===== src/rtl/mac_pkg.sv =====
package mac_pkg;
  typedef enum logic {
    OP_SUB = 1'b0,
    OP_ADD = 1'b1
  } acc_op_e;
endpackage


===== src/rtl/mac_in_stage.sv =====
module mac_in_stage #(
  parameter int A_W = 8,
  parameter int B_W = 8
) (
  input  logic           clk_i,
  input  logic           rst_ni,
  input  logic           en_i,
  input  logic [A_W-1:0] a_i,
  input  logic [B_W-1:0] b_i,
  input  logic           sign_a_i,
  input  logic           sign_b_i,
  input  logic           add_i,
  input  logic           load_i,
  output logic [A_W-1:0] a_o,
  output logic [B_W-1:0] b_o,
  output logic           sign_a_o,
  output logic           sign_b_o,
  output logic           add_o,
  output logic           load_o
);
  always_ff @(posedge clk_i or negedge rst_ni) begin
    if (!rst_ni) begin
      a_o      <= '0;
      b_o      <= '0;
      sign_a_o <= 1'b0;
      sign_b_o <= 1'b0;
      add_o    <= 1'b0;
      load_o   <= 1'b0;
    end else if (en_i) begin
      a_o      <= a_i;
      b_o      <= b_i;
      sign_a_o <= sign_a_i;
      sign_b_o <= sign_b_i;
      add_o    <= add_i;
      load_o   <= load_i;
    end
  end
endmodule


===== src/rtl/mac_mult.sv =====
module mac_mult #(
  parameter int A_W   = 8,
  parameter int B_W   = 8,
  parameter int ACC_W = 20
) (
  input  logic [A_W-1:0]   a_i,
  input  logic [B_W-1:0]   b_i,
  input  logic             sign_a_i,
  input  logic             sign_b_i,
  output logic [ACC_W-1:0] prod_o
);
  localparam int PW = A_W + B_W + 2;

  logic signed [A_W:0]  a_x;
  logic signed [B_W:0]  b_x;
  logic signed [PW-1:0] prod;

  // one extra bit lets one signed multiplier serve all sign mixes
  assign a_x  = $signed({sign_a_i & a_i[A_W-1], a_i});
  assign b_x  = $signed({sign_b_i & b_i[B_W-1], b_i});
  assign prod = PW'(a_x) * PW'(b_x);

  generate
    if (ACC_W > PW) begin : g_wide
      assign prod_o = {{(ACC_W-PW){prod[PW-1]}}, prod};
    end else if (ACC_W == PW) begin : g_equal
      assign prod_o = prod;
    end else begin : g_narrow
      assign prod_o = prod[ACC_W-1:0];
    end
  endgenerate
endmodule


===== src/rtl/mac_accum.sv =====
module mac_accum
  import mac_pkg::*;
#(
  parameter int ACC_W = 20
) (
  input  logic             clk_i,
  input  logic             rst_ni,
  input  logic             en_i,
  input  logic [ACC_W-1:0] prod_i,
  input  logic             add_i,
  input  logic             load_i,
  output logic [ACC_W-1:0] acc_o,
  output logic             ovf_o
);
  localparam int M = ACC_W - 1;

  acc_op_e          op;
  logic [ACC_W-1:0] base, nxt;
  logic             step_ovf, ovf_d;

  assign op   = acc_op_e'(add_i);
  // a load behaves as an accumulate onto zero
  assign base = load_i ? '0 : acc_o;
  assign nxt  = (op == OP_ADD) ? base + prod_i : base - prod_i;

  always_comb begin
    if (op == OP_ADD) step_ovf = (base[M] == prod_i[M]) && (nxt[M] != base[M]);
    else              step_ovf = (base[M] != prod_i[M]) && (nxt[M] != base[M]);
    ovf_d = (load_i ? 1'b0 : ovf_o) | step_ovf;
  end

  always_ff @(posedge clk_i or negedge rst_ni) begin
    if (!rst_ni) begin
      acc_o <= '0;
      ovf_o <= 1'b0;
    end else if (en_i) begin
      acc_o <= nxt;
      ovf_o <= ovf_d;
    end
  end
endmodule


===== src/rtl/mac_unit.sv =====
module mac_unit #(
  parameter int A_W   = 8,
  parameter int B_W   = 8,
  parameter int ACC_W = 20
) (
  input  logic             clk_i,
  input  logic             rst_ni,
  input  logic             en_i,
  input  logic [A_W-1:0]   a_i,
  input  logic [B_W-1:0]   b_i,
  input  logic             sign_a_i,
  input  logic             sign_b_i,
  input  logic             add_i,
  input  logic             load_i,
  output logic [ACC_W-1:0] result_o,
  output logic             overflow_o
);
  logic [A_W-1:0]   a_q;
  logic [B_W-1:0]   b_q;
  logic             sa_q, sb_q, add_q, ld_q;
  logic [ACC_W-1:0] prod_acc;

  mac_in_stage #(.A_W(A_W), .B_W(B_W)) in_i (
    .clk_i, .rst_ni, .en_i,
    .a_i, .b_i, .sign_a_i, .sign_b_i, .add_i, .load_i,
    .a_o(a_q), .b_o(b_q), .sign_a_o(sa_q), .sign_b_o(sb_q),
    .add_o(add_q), .load_o(ld_q)
  );

  mac_mult #(.A_W(A_W), .B_W(B_W), .ACC_W(ACC_W)) mul_i (
    .a_i(a_q), .b_i(b_q), .sign_a_i(sa_q), .sign_b_i(sb_q),
    .prod_o(prod_acc)
  );

  mac_accum #(.ACC_W(ACC_W)) acc_i (
    .clk_i, .rst_ni, .en_i,
    .prod_i(prod_acc), .add_i(add_q), .load_i(ld_q),
    .acc_o(result_o), .ovf_o(overflow_o)
  );
endmodule



===== config.mk =====
export PLATFORM = sky130hd
export DESIGN_NAME = mac_unit
export DESIGN_NICKNAME = d
export VERILOG_FILES = /design/src/rtl/mac_pkg.sv /design/src/rtl/mac_in_stage.sv /design/src/rtl/mac_mult.sv /design/src/rtl/mac_accum.sv /design/src/rtl/mac_unit.sv
export SDC_FILE = /design/constraint.sdc
export NUM_CORES = 1
export LEC_CHECK = 0
export BUFFER_PORTS_ARGS = -buffer_cell sky130_fd_sc_hd__buf_2
export CAP_MARGIN = 10
export CORE_ASPECT_RATIO = 1.4
export CORE_UTILIZATION = 57
export CTS_BUF_LIST = sky130_fd_sc_hd__clkbuf_16
export CTS_CLUSTER_DIAMETER = 40
export DETAILED_ROUTE_END_ITERATION = 10
export PLACE_DENSITY = 0.79
export SYNTH_ARGS = -nofsm -noshare
export SYNTH_HDL_FRONTEND = slang
export SYNTH_HIERARCHICAL = 1
export SYNTH_SLANG_ARGS = --single-unit

===== constraint.sdc =====
create_clock -name clk_i -period 8.1 [get_ports clk_i]
set_input_delay 0.405 -clock clk_i [delete_from_list [all_inputs] [get_ports clk_i]]
set_output_delay 0.405 -clock clk_i [all_outputs]
set_load 0.01 [all_outputs]

==> flow_metrics.tcl <==
set metrics [dict create \
    outcome "completed" \
    postCtsSetupBuffers 0 \
    tritoncts "done" \
    hold_path_class "input port to async pin" \
    grtUsageMet3 0.0338 \
    grt_max_degree 48 \
    timing.rr.start "in_i/a_o[7]" \
    crit_required_ps 8280 \
    path_delay_family "adder cells" \
    synth_flop_cell "dfrtp_1" \
    place_ws_ps 300 \
    synth_edf_count 0 \
    synth.top_cell.area_share 0.226 \
    finalCriticalPeriod_ps 7760 \
    busiest_layer "met2" \
    path_clk_slew_ps 60 \
    crit_buf_inv 3 \
    hpwl_um 10600 \
    synth_warnings 6 \
    fin_nets 848 \
    synth_xor_area_frac 0.0739 \
    hold_violations 0 \
    final_common_cell "inv_1" \
    synth_area_leader_cell "fa_1" \
    path_depth 28 \
    yosysUniqueCellTypes 63 \
    relSlewSlack 0.355 \
    synthAdderAreaFrac 0.342 \
    crit_type "flop to flop" \
    yosysSeqAreaShare 0.163 \
    first_pass_iters 4 \
    place.gp.congestion 0.934 \
    crit_slowest_cell "fa_1" \
    synth_cells 667 \
    clockBufferDepth 2 \
    avgSynthCellArea_um2 9.42 \
    critPathLaunch "in_i/a_o[7]" \
    io_pins 44 \
    vias 4685 \
    use_met2 0.479 \
    use_met1 0.271 \
    ant_nets 0 \
    synth_compound_area_frac 0.115 \
    grt_pass1_vias 5153 \
    end_kind "flop" \
    critPathLaunchType "flop" \
    clk-insertion-delay-late_ps 300 \
    wl_per_cell_um 15.8 \
    muxShareOfSynthArea 0.0805 \
    synth_top_family_by_area "adder cells" \
    finalCritPeriodShare 0.958 \
    async_flop_share 1.00 \
    die_h_um 126 \
    via_per_inst 5.59 \
    fp.coreArea_um2 10800 \
    cts-root-buf "clkbuf_16" \
    area_growth_pct 7.39 \
    drt_iter0_markers 150 \
    finalSetupViolCount 0 \
    crit_path_frequent_cell "fa_1" \
    max_freq_mhz 129 \
    arrival_ps 7940 \
    critPathMaxFanout 13 \
    grt_usage 0.250 \
    syn-cell-area_um2 6280 \
    antenna_found_initial 0 \
    die_area_um2 11500 \
    layout_common_cells "inv_1 (101), fa_1 (71), nand2_1 (59)" \
    drv_slew 0 \
    drv_cap 0 \
    synth-simple-area-share 0.146 \
    r2r_cells 28 \
    start_util 0.581 \
    htree_levels 2 \
    cts.repair.resized 0 \
    synth_nets 819 \
    die_w_um 90.7 \
    synth_area_leaders "fa_1 (23%), dfrtp_1 (16%), ha_1 (12%), inv_1 (6.0%), mux2_4 (5.0%)" \
    drive_gt1_frac 0.171 \
    core.rowCount 45 \
    cts_made_buffers 5 \
    clock-skew-final_ps 6.57 \
    setup_ws_ps 340 \
    drc_errors 0 \
    grt_pass1_wl_um 23100 \
    cts_hold_buf 0 \
    synth_seq_cells 41 \
    numPortBuffers 43 \
    finalWirelength_um 13200 \
    cpPeakStageDelay_ps 570 \
    worst_pin_slew_ps 967 \
    cts_sinks 41 \
    gr-total-overflow 0 \
    antenna_cells 0 \
]
## registers in the layout (all words and copies together) (netlist names)
register       cells
in_i/sign_a_o      1
in_i/a_o           8
in_i/load_o        1
in_i/sign_b_o      1
in_i/b_o           8
in_i/add_o         1
acc_i/ovf_o        1
acc_i/acc_o       20
## stage by stage
stage                     std cells  instance area [µm²]   util  hold WS (ps)  TNS [ps]
after floorplan                 667                 6280      -           109         0
after global placement          830                 6590  0.610           484         0
after detailed placement        830                 6590  0.610           499         0
after CTS                       838                 6730  0.623           306         0
after global routing            838                 6750  0.624           330     -64.5
final                           838                 6750  0.624           267         0
## cells in the mapped netlist (4+ instances only)
cell,number
inv_1,101
fa_1,71
nand2_1,59
ha_1,58
dfrtp_1,41
nor2_1,34
xnor2_1,34
and2_1,29
a21oi_1,27
nor2b_1,22
mux2_4,21
clkbuf_1,20
xor2_1,19
mux2_2,16
o21ai_0,11
a21o_1,10
o21a_1,8
a31oi_1,6
nand3_1,5
nor3_1,5
or3_1,4
## area by class of cell
cell class                 instances  area (µm²)
timing repair buffer              49         260
clock buffer                       5         125
inverter                         101         379
tap                              141         176
clock inverter                     3        12.5
sequential                        41        1030
multi-input combinational        498        4760
fill                             935        4060
## metal layers
| metal | routed length, µm | vias to the layer above |
|---|---|---|
| met2 | 7200 | 100 |
| li1 | - | 2228 |
| met4 | 456 | 0 |
| met1 | 5230 | 2324 |
| met5 | 0 | - |
| met3 | 366 | 33 |
## cell families after synthesis
logic type,count (synthesis)
simple gates,181
fa+ha+maj,129
buf+inv,128
compound gates,97
xor+xnor,53
flops,41
mux,38
## worst paths after layout
path	endpoint	slack (ps)
worst min register to register	acc_i/acc_o[10]	510
worst min-delay path	acc_i/acc_o[5]	270
worst max-delay path	acc_i/acc_o[18]	340
worst max register to register	acc_i/acc_o[18]	340
max in group asynchronous	in_i/b_o[7]	7180
min in group clk_i	in_i/a_o[2]	330
Power is not shown: default switching activity piles up to over one toggle a cycle in this logic, so the estimate is an artifact.
